### src/rtl/mfd_pkg.sv
`timescale 1ns/1ps
package mfd_pkg;
  typedef enum logic {
    TMR_IDLE = 1'b0,
    TMR_WAIT = 1'b1
  } tmr_state_e;

  typedef struct packed {
    logic pulse;
    logic immediate;
  } fwd_t;
endpackage

### src/rtl/mfd_ctrl_reg.sv
`timescale 1ns/1ps
module mfd_ctrl_reg #(
  parameter int unsigned DW = 8
) (
  input  logic          clk,
  input  logic          srst_n,
  input  logic          wr_en,
  input  logic [DW-1:0] wr_data,
  output logic [DW-1:0] q
);
  logic [DW-1:0] q_d;

  always_comb begin
    q_d = q;
    if (wr_en) q_d = wr_data;
  end

  always_ff @(posedge clk or negedge srst_n) begin
    if (!srst_n)    q <= '0;
    else if (wr_en) q <= q_d;
  end
endmodule

### src/rtl/mfd_region_match.sv
`timescale 1ns/1ps
module mfd_region_match #(
  parameter int unsigned AW        = 32,
  parameter int unsigned GRAN_BITS = 16,
  parameter int unsigned NREG      = 4,
  localparam int unsigned PW       = AW - GRAN_BITS
) (
  input  logic [AW-1:0]      addr,
  input  logic [PW-1:0]      mm_lo_top,
  input  logic [PW-1:0]      mm_hi_base,
  input  logic [PW-1:0]      mm_hi_limit,
  input  logic               vid_en,
  input  logic [NREG*PW-1:0] rgn_base,
  input  logic [NREG*PW-1:0] rgn_limit,
  output logic               hit_known
);
  localparam logic [AW-1:0] VID_LO = AW'(32'h000A_0000);
  localparam logic [AW-1:0] VID_HI = AW'(32'h000B_FFFF);

  logic [PW-1:0]   page;
  logic            hit_lo, hit_hi, hit_vid;
  logic [NREG-1:0] hit_rgn;

  assign page = addr[AW-1:GRAN_BITS];

  always_comb begin
    hit_lo  = page < mm_lo_top;
    hit_hi  = (page >= mm_hi_base) && (page <= mm_hi_limit);
    hit_vid = vid_en && (addr >= VID_LO) && (addr <= VID_HI);
  end

  for (genvar i = 0; i < NREG; i++) begin : g_rgn
    logic [PW-1:0] base_i, lim_i;
    assign base_i     = rgn_base[i*PW +: PW];
    assign lim_i      = rgn_limit[i*PW +: PW];
    assign hit_rgn[i] = (page >= base_i) && (page <= lim_i);
  end

  assign hit_known = hit_lo || hit_hi || hit_vid || (|hit_rgn);
endmodule

### src/rtl/mfd_claim_timer.sv
`timescale 1ns/1ps
module mfd_claim_timer
  import mfd_pkg::*;
#(
  parameter int unsigned WINDOW = 4,
  localparam int unsigned CW    = $clog2(WINDOW + 1)
) (
  input  logic clk,
  input  logic srst_n,
  input  logic restart,
  input  logic start_wait,
  input  logic claim,
  output logic fire
);
  tmr_state_e    st_q, st_d;
  logic [CW-1:0] cnt_q, cnt_d;
  logic          cnt_en;

  always_comb begin
    st_d   = st_q;
    cnt_d  = cnt_q;
    fire   = 1'b0;
    cnt_en = restart || (st_q == TMR_WAIT);
    if (restart) begin
      st_d  = start_wait ? TMR_WAIT : TMR_IDLE;
      cnt_d = CW'(1);
    end else if (st_q == TMR_WAIT) begin
      if (claim) begin
        st_d = TMR_IDLE;
      end else if (cnt_q == CW'(WINDOW)) begin
        fire = 1'b1;
        st_d = TMR_IDLE;
      end else begin
        cnt_d = cnt_q + CW'(1);
      end
    end
  end

  always_ff @(posedge clk or negedge srst_n) begin
    if (!srst_n) st_q <= TMR_IDLE;
    else         st_q <= st_d;
  end

  always_ff @(posedge clk or negedge srst_n) begin
    if (!srst_n)     cnt_q <= '0;
    else if (cnt_en) cnt_q <= cnt_d;
  end
endmodule

### src/rtl/mem_fwd_decoder.sv
`timescale 1ns/1ps
module mem_fwd_decoder
  import mfd_pkg::*;
#(
  parameter int unsigned AW        = 32,
  parameter int unsigned GRAN_BITS = 16,
  parameter int unsigned NREG      = 4,
  parameter int unsigned WINDOW    = 4,
  parameter int unsigned CDW       = 8,
  localparam int unsigned PW       = AW - GRAN_BITS
) (
  input  logic               clk,
  input  logic               rst_n,
  input  logic               ctrl_wr_en,
  input  logic [CDW-1:0]     ctrl_wr_data,
  output logic [CDW-1:0]     ctrl_rd_data,
  input  logic [PW-1:0]      mm_lo_top,
  input  logic [PW-1:0]      mm_hi_base,
  input  logic [PW-1:0]      mm_hi_limit,
  input  logic               vid_en,
  input  logic [NREG*PW-1:0] rgn_base,
  input  logic [NREG*PW-1:0] rgn_limit,
  input  logic               cyc_start,
  input  logic [AW-1:0]      cyc_addr,
  input  logic               claim_in,
  output logic               fwd_pulse,
  output logic               fwd_immediate
);
  logic rst_meta_q, rst_sync_q, srst_n;

  always_ff @(posedge clk or negedge rst_n) begin
    if (!rst_n) begin
      rst_meta_q <= 1'b0;
      rst_sync_q <= 1'b0;
    end else begin
      rst_meta_q <= 1'b1;
      rst_sync_q <= rst_meta_q;
    end
  end
  assign srst_n = rst_sync_q;

  logic [CDW-1:0] ctrl_q;
  logic           neg_mode;

  mfd_ctrl_reg #(.DW(CDW)) u_ctrl (
    .clk     (clk),
    .srst_n  (srst_n),
    .wr_en   (ctrl_wr_en),
    .wr_data (ctrl_wr_data),
    .q       (ctrl_q)
  );
  assign ctrl_rd_data = ctrl_q;
  assign neg_mode     = ctrl_q[0];

  logic hit_known;

  mfd_region_match #(.AW(AW), .GRAN_BITS(GRAN_BITS), .NREG(NREG)) u_match (
    .addr        (cyc_addr),
    .mm_lo_top   (mm_lo_top),
    .mm_hi_base  (mm_hi_base),
    .mm_hi_limit (mm_hi_limit),
    .vid_en      (vid_en),
    .rgn_base    (rgn_base),
    .rgn_limit   (rgn_limit),
    .hit_known   (hit_known)
  );

  logic imm_now, wait_now, tmo_fire;

  always_comb begin
    imm_now  = cyc_start && neg_mode && !hit_known;
    wait_now = cyc_start && !imm_now;
  end

  mfd_claim_timer #(.WINDOW(WINDOW)) u_timer (
    .clk        (clk),
    .srst_n     (srst_n),
    .restart    (cyc_start),
    .start_wait (wait_now),
    .claim      (claim_in),
    .fire       (tmo_fire)
  );

  fwd_t fwd_d, fwd_q;

  always_comb begin
    fwd_d.pulse     = imm_now || tmo_fire;
    fwd_d.immediate = imm_now;
  end

  always_ff @(posedge clk or negedge srst_n) begin
    if (!srst_n) fwd_q <= '0;
    else         fwd_q <= fwd_d;
  end

  assign fwd_pulse     = fwd_q.pulse;
  assign fwd_immediate = fwd_q.immediate;
endmodule

### config.mk
export PLATFORM = sky130hd
export DESIGN_NAME = mem_fwd_decoder
export DESIGN_NICKNAME = d
export VERILOG_FILES = /design/src/rtl/mfd_pkg.sv /design/src/rtl/mfd_ctrl_reg.sv /design/src/rtl/mfd_region_match.sv /design/src/rtl/mfd_claim_timer.sv /design/src/rtl/mem_fwd_decoder.sv
export SDC_FILE = /design/constraint.sdc
export NUM_CORES = 1
export LEC_CHECK = 0
export BUFFER_PORTS_ARGS = -buffer_cell sky130_fd_sc_hd__buf_4
export CAP_MARGIN = 5
export CORE_ASPECT_RATIO = 2
export CORE_MARGIN = 5
export CORE_UTILIZATION = 47
export CTS_CLUSTER_SIZE = 20
export DETAILED_ROUTE_END_ITERATION = 12
export PLACE_DENSITY = 0.81
export SLEW_MARGIN = 20
export SYNTH_ARGS = -nofsm -noshare
export SYNTH_HDL_FRONTEND = slang
export SYNTH_SLANG_ARGS = --single-unit
export TNS_END_PERCENT = 100
### constraint.sdc
create_clock -name clk -period 1.1 [get_ports clk]
set_input_delay 0.055 -clock clk [delete_from_list [all_inputs] [get_ports clk]]
set_output_delay 0.055 -clock clk [all_outputs]
set_load 0.02 [all_outputs]
==> results.md, run 1 <==
- Run status: finished with violations
- Violated checks: negative setup slack
- Multiplexer share of the synthesized area: 0.0202
- Asr flop ratio synth: 1.00
- Cell Count Post-Placement: 1055
- Final design utilization: 0.759
- CTS tree: done
- Hpwl dp: 15400 microns
- CP Class: in2reg
- GPL Wtd Cong: 0.955
- Reg clk slew, reported paths: 0.05 ns
- Std-Cell Rows: 53
- CP Max Fanout: 6
- Synth Area in Adders: 0.446
- Commonest non-fill, non-tap cell in the layout: buf_4
- Layout cells sized above 1: 0.381
- Vias in the first global route: 6091
- Final Power: 4420 uW
- Share of Yosys cell area claimed by the top area cell type: 0.446
- Final Max Slew Viols: 0
- Final #Nets: 1326
- Total GRT Usage: 0.274
- Largest family of logic cells by synthesized area: adder cells
- DR WL/cell: 17.0 microns
- WL final: 18100 microns
- Nature of the critical path endpoint: flop
- Worst path max stage delay: 0.36 ns
- Syn_nets: 1036
- Final setup skew: 0.00226 ns
- Die area: 0.0128 sq mm
- Setup WS pre-CTS: -1.04 ns
- Vias: 5709
- Grt ovf: 0
- Worst-Skew Late Latency: 0.25 ns
- Die outline height: 155 microns
- Max-Cap Viols: 0
- Pre-antenna DRT Iters: 4
- Synth unique cells: 50
- Largest cells by area after synthesis: ha_1 (45%), inv_1 (13%), dfrtp_1 (8.1%), a21oi_1 (5.2%), a21o_1 (4.4%)
- TritonCTS Buffers: 3
- Initial DRC count: 133
- H-tree levels: 1
- CP max stage cell: or3_1
- Syn-to-layout area delta: 59.2%
- Core area: 0.0104 sq mm
- Final setup viols: 6
- Maximum vdd ir drop: 0.000969 V
- First-pass GRT wire length: 27400 microns
- Worst setup SP type: input port
- Detailed-route DRC error count: 0
- Clock root buffer: clkbuf_16
- CP Data Required Time: 1.23 ns
- Final min period: 1.77 ns
- Crit-path leading delay family: compound AO/OA/AOI/OAI gates
- CP Data Arrival Time: 1.91 ns
- Final Hold Fails: 0
- # clock sinks: 16
- Most frequent cells in the layout: buf_4 (268), inv_1 (166), ha_1 (157)
- HP Class: in2reg
- Ys flop type: dfrtp_1
- Static leakage: 0.00462 uW
- Mapped cell area: 0.00497 sq mm
- FMAX: 564 MHz
- Synth Area in XOR/XNOR: 0.00353
- Post-Layout Cell Count: 1063
- Die W: 82.7 microns
- DRT antenna net count: 0
- DR WL met2: 10200 microns
- Input/output buffers: 215
- Metal-1 WL: 5720 microns
- Initial antenna violation count: 0
- Simple-gate area share of the yosys netlist: 0.125
- Post-Synthesis Cells: 637
- RSZ-0062 raised after global routing: yes
- Ys Warns: 0
- Starting density of the core: 0.477
- DR top layer: met4
- Crit path buffers/inverters: 4
- Ports: 232
- Largest net degree at the start of global routing: 15
- Cell Pwr Density: 560 mW/mm^2
- Post-synth top area cell: ha_1
- Met3 wirelength from detailed routing: 991 microns
- Final setup TNS: -2.19 ns
- Via density: 5.37
- Final Cycle Share: 1.61
- Compound-Gate Fraction of Synth Area: 0.193
- Sequential-to-total area share from yosys stat: 0.0806
- Worst Slack Setup Final: -0.673 ns
- Yosys reg bits: 16
- Post-synth EDFFs: 0
- Max clock buf depth: 2
- ANT cells: 0
- Avg Cell Area, Syn: 7.80 sq um
- Worst path cell trace: buf_8 -> clkinvlp_4 -> buf_6 -> buf_4 -> ha_1 -> nand4_1 -> nor4_2 -> or3_1 -> o221ai_4 -> o221ai_2 -> o22a_1
synth_stat cells, drive strengths merged (4+ instances only):
cell type,count
a211o,4
a211oi,8
inv,172
nor2,16
nand4,27
nand2,31
o211ai,5
a221oi,4
nand2b,5
a21oi,53
nor2b,9
nor3,6
mux2,8
ha,177
o21ai,15
dfrtp,16
o31ai,4
nand3,11
a21o,29
path summary, 6_finish.rpt:
kind	start	endpoint	slack (ns)	cells past startpoint
max	cyc_addr[16]	u_timer.st_q	-0.67	11
min	cyc_start	u_timer.cnt_q[2]	0.02	2
max reg2reg	u_timer.cnt_q[1]	u_timer.cnt_q[1]	-0.16	5
min reg2reg	rst_sync_q	u_ctrl.q[3]	0.19	1
max in group asynchronous	rst_sync_q	fwd_pulse	0.73	1
min in group asynchronous	rst_n	rst_meta_q	0.12	2
power by group:
part	switching (uW)	internal, uW
clock network	244	553
registers	31.2	640
logic	1370	1590
total	1640	2780
through the flow:
step / hold WS, ns / instance area [sq um]
floorplan: -0.241 / 4990
global placement: -0.162 / 7340
detailed placement: -0.161 / 7340
CTS: 0.0150 / 7820
global route: 0.0247 / 7910
finish: 0.0234 / 7910
area by class of cell:
cell class                      count  area, sq um
Tap cell                          137          171
Fill cell                         747         2510
Inverter                          172          649
Timing Repair Buffer              286         2260
Clock buffer                        4         88.8
Multi-Input combinational cell    448         4330
Sequential cell                    16          400
sequential cells by signal, summed over array words and instances (netlist names):
name / cells
u_ctrl.q: 8
u_timer.cnt_q: 3
fwd_immediate: 1
fwd_pulse: 1
rst_meta_q: 1
rst_sync_q: 1
u_timer.st_q: 1
kinds of logic (layout without fill, tap and decap cells):
| group | after synthesis | in the layout |
|---|---|---|
| AOI/OAI and AO/OA | 141 | 141 |
| xor gates and xnor gates | 2 | 2 |
| adders and majority gates | 177 | 177 |
| buffers and inverters | 173 | 462 |
| DFF | 16 | 16 |
| muxes | 9 | 9 |
| other | 1 | 1 |
| and+or+nand+nor | 118 | 118 |
per-layer routing:
| metal | track usage | vias up |
|---|---|---|
| met1 | 0.256 | 2594 |
| met3 | 0.0365 | 83 |
| li1 | - | 2812 |
| met5 | 0 | - |
| met2 | 0.536 | 220 |
| met4 | 0.147 | 0 |
what timing repair did:
action,4_1_cts,5_1_grt
resized for setup,52,15
cloned,0,0
buffers inserted,2,1
pin swaps,30,11
setup endpoints to repair,6,6
hold buffers,1,0
endpoints found under the hold margin,2,0
Note: power is estimated with default switching activity, not from simulation.
==> inputs of run 2 (changes only) <==
--- a/config.mk
+++ b/config.mk
@@ -7,7 +7,6 @@
 export LEC_CHECK = 0
 export BUFFER_PORTS_ARGS = -buffer_cell sky130_fd_sc_hd__buf_4
 export CAP_MARGIN = 5
-export CORE_ASPECT_RATIO = 2
 export CORE_MARGIN = 5
 export CORE_UTILIZATION = 47
 export CTS_CLUSTER_SIZE = 20
==> run 2 against run 1 <==
Against the previous run: sequential share of layout area is 0.31 points higher; clock power is 35% lower; routed wire length is 9.2% lower; sequential power is 0.6% lower; clock skew is 0.00062 ns lower; combinational power is 7.8% lower; largest cell class unchanged; register-to-register slack better by 0.08 ns; clock-buffer cell count stayed put; cell area is 5.8% lower; the run still ends with negative setup slack left; cell count is 0.28% lower.
==> results.md, run 2 (synthesis gave the netlist of run 1 again) <==
- Hpwl dp: 14400 microns (-6.4%)
- Most frequent cells in the layout: buf_4 (279), ha_1 (175), inv_1 (169)
- Worst Slack Setup Final: -0.776 ns (-0.103 ns)
- CTS tree: done
- Core area: 0.0103 sq mm (-0.84%)
- Layout cells sized above 1: 0.342 (-0.0392)
- FMAX: 533 MHz (-5.5%)
- Cell Pwr Density: 525 mW/mm^2 (-6.1%)
- Final #Nets: 1324 (-0.15%)
- Clock root buffer: clkbuf_8
- DR WL/cell: 15.5 microns (-8.9%)
- WL final: 16400 microns (-9.2%)
- Worst setup SP type: input port
- CP Class: in2reg
- Final Power: 3910 uW (-12%)
- HP Class: in2reg
- Initial antenna violation count: 0 (unchanged)
- Final Max Slew Viols: 0 (unchanged)
- Max clock buf depth: 2 (unchanged)
- Violated checks: negative setup slack
- Std-Cell Rows: 37 (-30%)
- RSZ-0062 raised after global routing: yes
- Final setup TNS: -2.38 ns (-0.187 ns)
- ANT cells: 0 (unchanged)
- DRT antenna net count: 0 (unchanged)
- Max FFs per register: 8 (unchanged)
- Vias in the first global route: 5628 (-7.6%)
- NetSw: 1480 uW (-9.7%)
- Total GRT Usage: 0.245 (-0.0285)
- Via density: 5.21 (-2.9%)
- Part of the power in the clock network: 0.132 (-0.048)
- Syn-to-layout area delta: 49.9%
- Seq pwr share: 0.171 (+0.019)
- Final setup viols: 5 (-1)
- Final min period: 1.88 ns (+0.103 ns)
- Initial DRC count: 227 (+71%)
- Sw Ratio: 0.379 (+0.00806)
- Biggest regs: u_ctrl.q x8, u_timer.cnt_q x3
- Pre-antenna DRT Iters: 4 (unchanged)
- Run status: finished with violations
- Die outline height: 113 microns (-27%)
- Nature of the critical path endpoint: flop
- Worst-Skew Late Latency: 0.25 ns (about the same)
- Register bank with the most flops: u_ctrl.q
- Internal power: 2430 uW (-13%)
- Die area: 0.0127 sq mm (-0.97%)
- First-pass GRT wire length: 25700 microns (-6.2%)
- CP Max Fanout: 8 (+2)
- Starting density of the core: 0.481 (+0.00405)
- Final Cycle Share: 1.71 (+0.0938)
- Vias: 5527 (-3.2%)
- Die W: 113 microns (+36%)
- CP Data Arrival Time: 2.01 ns (+0.10 ns)
- Final std cell area, no fill: 0.00745 sq mm (-5.8%)
- Reg clk slew, reported paths: 0.06 ns (about the same)
- Grt ovf: 0 (unchanged)
- CP Data Required Time: 1.23 ns (about the same)
- # clock sinks: 16 (unchanged)
- TritonCTS Buffers: 3 (unchanged)
- Ports: 232 (unchanged)
- GPL Wtd Cong: 0.946 (-0.92%)
- Largest net degree at the start of global routing: 15 (unchanged)
- Max-Cap Viols: 0 (unchanged)
- Final Hold Fails: 0 (unchanged)
- Commonest non-fill, non-tap cell in the layout: buf_4
- Final setup skew: 0.00164 ns (-0.000617 ns)
- Cell Area, Placed: 0.00722 sq mm (-1.6%)
- Static leakage: 0.00456 uW (-1.2%)
- Detailed-route DRC error count: 0 (unchanged)
- Input/output buffers: 215 (unchanged)
- Combinational Power Share: 0.697 (+0.029)
- H-tree levels: 1 (unchanged)
- Maximum vdd ir drop: 0.000451 V (-53%)
## run 2: repair_timing
action	in CTS	in global routing
pin swaps	10	8
hold buffers	1	0
resized for setup	15	5
endpoints found under the setup margin	6	6
buffers inserted	6	2
hold endpoints to repair	2	0
## run 2: layout make-up
class / count / area, sq um
inverter: 172 / 649
multi-input combinational: 448 / 4020
timing repair buffer: 284 / 2150
fill: 818 / 2880
sequential: 16 / 400
clock buffer: 4 / 55.1
tap: 136 / 170
## run 2: worst paths after layout
path,startpoint,to,slack [ns],cells after the start
setup / recovery,cyc_addr[16],u_timer.st_q,-0.78,11
hold / removal,cyc_start,u_timer.cnt_q[1],0.007,2
setup reg to reg,u_timer.cnt_q[1],u_timer.cnt_q[1],-0.08,5
hold reg to reg,rst_sync_q,u_ctrl.q[4],0.18,1
max in group asynchronous,rst_sync_q,u_timer.cnt_q[2],0.75,1
min in group asynchronous,rst_n,rst_meta_q,0.13,2
## run 2: worst max-delay path, stage by stage
cell and delay (ns):
buf_8 0.08, clkinvlp_4 0.20, buf_6 0.19, ha_1 0.25, nand2b_1 0.13, a31oi_1 0.14, nor3_1 0.08, o31ai_1 0.30
a32o_2 0.27, nand4_4 0.09, o22a_1 0.23
## run 2: power groups by stage
stage          combinational [uW]  clock, uW  sequential, uW
2_1_floorplan                1240          0             724
3_3_place_gp                 2530          0             674
3_5_place_dp                 2610          0             677
4_1_cts                      2700        526             668
6_report                     2720        518             668
5_1_grt                      3050        559             673
## run 2: layer usage
metal | vias to the layer above | part of all wire | GRT usage
met5 | - | 0 | 0
met1 | 2441 | 0.40 | 0.300
li1 | 2813 | - | -
met4 | 0 | 0.034 | 0.0809
met2 | 227 | 0.48 | 0.441
met3 | 46 | 0.089 | 0.0321
## run 2: per-stage QoR
step                 util  hold slack [ns]  cells  setup slack [ns]
floorplan               -           -0.241    637            -0.815
global placement    0.700           -0.162   1047             -1.05
detailed placement  0.700           -0.159   1047             -1.09
CTS                 0.718          0.00134   1058            -0.743
global route        0.721          0.00678   1060            -0.877
finish              0.721          0.00692   1060            -0.776
==> inputs of run 3 (changes only) <==
==> constraint.sdc (replaced) <==
create_clock -name clk -period 2.2 [get_ports clk]
set_input_delay 0.11 -clock clk [delete_from_list [all_inputs] [get_ports clk]]
set_output_delay 0.11 -clock clk [all_outputs]
set_load 0.02 [all_outputs]
==> run 3 against run 2 <==
Against the previous run: the run now ends clean; combinational power fell by 57%; hold slack better by 0.053 ns; global-route usage fell by 1.2 points; flip-flop and latch count unchanged; via count fell by 7.0%; routed wire length decreased by 7.3%; die area stayed put; cell count shrank 5.2%; clock skew is essentially flat; total power fell by 54%; register-to-register slack better by 0.90 ns; largest cell class unchanged; largest power group unchanged; highest routed layer unchanged.
==> results.md, run 3 (synthesis gave the netlist of run 1 again) <==
- Run status: finished, final reports clean
- Final min period: 1.95 ns
- WL final: 15200 microns (-7.3%)
- DRT antenna net count: 0 (unchanged)
- GRT met2 Usage: 0.417 (-0.0237)
- Clock root buffer: clkbuf_8
- Setup Fix Bufs, Post-CTS: 0 (-6)
- Final Hold Fails: 0 (unchanged)
- Worst slew margin: 0.624
- Worst setup SP type: input port
- Vias: 5138 (-7.0%)
- Combinational Power Share: 0.664 (-0.033)
- Nature of the critical path endpoint: flop
- Layer with the highest usage: met2
- Initial DRC count: 225 (-0.88%)
- CP Class: in2reg
- Reg clk slew, reported paths: 0.06 ns (about the same)
- Die outline height: 113 microns (unchanged)
- Met3 usage: 0.0241 (-0.00802)
- Max clock buf depth: 2 (unchanged)
- Std-Cell Rows: 37 (unchanged)
- GPL Wtd Cong: 0.869 (-8.2%)
- Hpwl dp: 13500 microns (-6.3%)
- DR WL/cell: 15.1 microns (-2.3%)
- Worst Slack Setup Final: 0.252 ns (+1.03 ns)
- Initial antenna violation count: 0 (unchanged)
- Ports: 232 (unchanged)
- Max-Cap Viols: 0 (unchanged)
- Detailed-route DRC error count: 0 (unchanged)
- # clock sinks: 16 (unchanged)
- CTS tree: done
- CP Data Required Time: 2.34 ns (+1.11 ns)
- Final setup viols: 0 (-5)
- Grt ovf: 0 (unchanged)
- Total GRT Usage: 0.234 (-0.0116)
- Die area: 0.0127 sq mm (unchanged)
- Grt met1 use: 0.307 (+0.00693)
- Commonest non-fill, non-tap cell in the layout: buf_4
- H-tree levels: 1 (unchanged)
- Maximum vdd ir drop: 0.000309 V (-32%)
- NetSw: 679 uW (-54%)
- Sw Ratio: 0.381 (+0.00225)
- Largest net degree at the start of global routing: 15 (unchanged)
- Internal power: 1100 uW (-55%)
- Via density: 5.11 (-2.0%)
- CP Max Fanout: 3 (-5)
- Post-Layout Cell Count: 1005 (-5.2%)
- Max FFs per register: 8 (unchanged)
- Pre-antenna DRT Iters: 4 (unchanged)
- Cell Count Post-Placement: 1000 (-4.5%)
- Starting density of the core: 0.481 (unchanged)
- Final Max Slew Viols: 0 (unchanged)
- Final Cycle Share: 0.885
- Die W: 113 microns (unchanged)
- ANT cells: 0 (unchanged)
- Cell Pwr Density: 258 mW/mm^2 (-51%)
- Post-CTS Hold Fix Bufs: 1 (unchanged)
- Worst-Skew Late Latency: 0.25 ns (about the same)
- Core area: 0.0103 sq mm (unchanged)
- Vias in the first global route: 5247 (-6.8%)
- Input/output buffers: 215 (unchanged)
- Part of the power in the clock network: 0.146 (+0.014)
- Register bank with the most flops: u_ctrl.q
- Least-Margin Pin Slew: 0.565 ns
- CP Data Arrival Time: 2.09 ns (+0.08 ns)
- Seq pwr share: 0.190 (+0.019)
- RSZ-0062 raised after global routing: no
- Reg2Reg Setup Slack: 0.82 ns (+0.90 ns)
- Final setup skew: 0.00150 ns (-0.000143 ns)
- First-pass GRT wire length: 24500 microns (-4.6%)
- Biggest regs: u_ctrl.q x8, u_timer.cnt_q x3
- FMAX: 513 MHz
- Most frequent cells in the layout: buf_4 (228), ha_1 (177), inv_1 (172)
- Syn-to-layout area delta: 39.1%
- Final #Nets: 1269 (-4.2%)
- Post-CTS Resized: 0 (-15)
- Static leakage: 0.00426 uW (-6.6%)
- Setup WS pre-CTS: -0.00685 ns (+1.08 ns)
- HP Class: in2reg
- Layout cells sized above 1: 0.282 (-0.0601)
- TritonCTS Buffers: 3 (unchanged)
[run 3: final timing paths]
| kind | startpoint | to | depth (start not counted) |
|---|---|---|---|
| worst max-delay path | cyc_addr[16] | u_timer.st_q | 10 |
| worst min-delay path | cyc_start | u_timer.cnt_q[1] | 2 |
| worst max register to register | u_timer.cnt_q[0] | u_timer.cnt_q[2] | 6 |
| worst min register to register | rst_sync_q | u_ctrl.q[7] | 0 |
| max in group asynchronous | rst_sync_q | u_ctrl.q[4] | 0 |
| min in group asynchronous | rst_n | rst_meta_q | 2 |
[run 3: final cells by class]
| type | count | area, sq um |
|---|---|---|
| clock buffer | 4 | 55.1 |
| multi-input combinational | 448 | 3920 |
| sequential | 16 | 400 |
| fill | 896 | 3410 |
| tap | 136 | 170 |
| timing repair buffer | 229 | 1720 |
| inverter | 172 | 646 |
[run 3: layer usage]
layer,vias to the layer above,part of all wire
li1,2702,-
met1,2264,0.44
met2,156,0.48
met3,16,0.065
met4,0,0.014
met5,-,0
[run 3: critical path, stage by stage]
cell	delay, ns
buf_4	0.11
inv_1	0.10
ha_1	0.24
nand2b_1	0.14
a21o_1	0.17
a211o_1	0.29
a221o_1	0.40
a21oi_2	0.16
o221ai_2	0.14
o22a_1	0.22
[run 3: power groups by stage]
stage,logic [uW],clock network (uW),registers (uW)
finish,1180,260,339
global route,1350,278,343
CTS,1190,264,340
detailed placement,1180,0,345
global placement,1150,0,344
floorplan,613,0,361
[run 3: through the flow]
| step | utilization | power, uW | hold slack [ns] | instance area (sq um) | setup TNS [ns] |
|---|---|---|---|---|---|
| 2_1_floorplan | - | 974 | -0.186 | 4970 | 0 |
| 3_3_place_gp | 0.663 | 1490 | -0.106 | 6840 | 0 |
| 3_5_place_dp | 0.663 | 1520 | -0.104 | 6840 | -0.00685 |
| 4_1_cts | 0.669 | 1790 | 0.0565 | 6910 | 0 |
| 5_1_grt | 0.669 | 1970 | 0.0606 | 6910 | 0 |
| 6_report | 0.669 | 1780 | 0.0597 | 6910 | 0 |
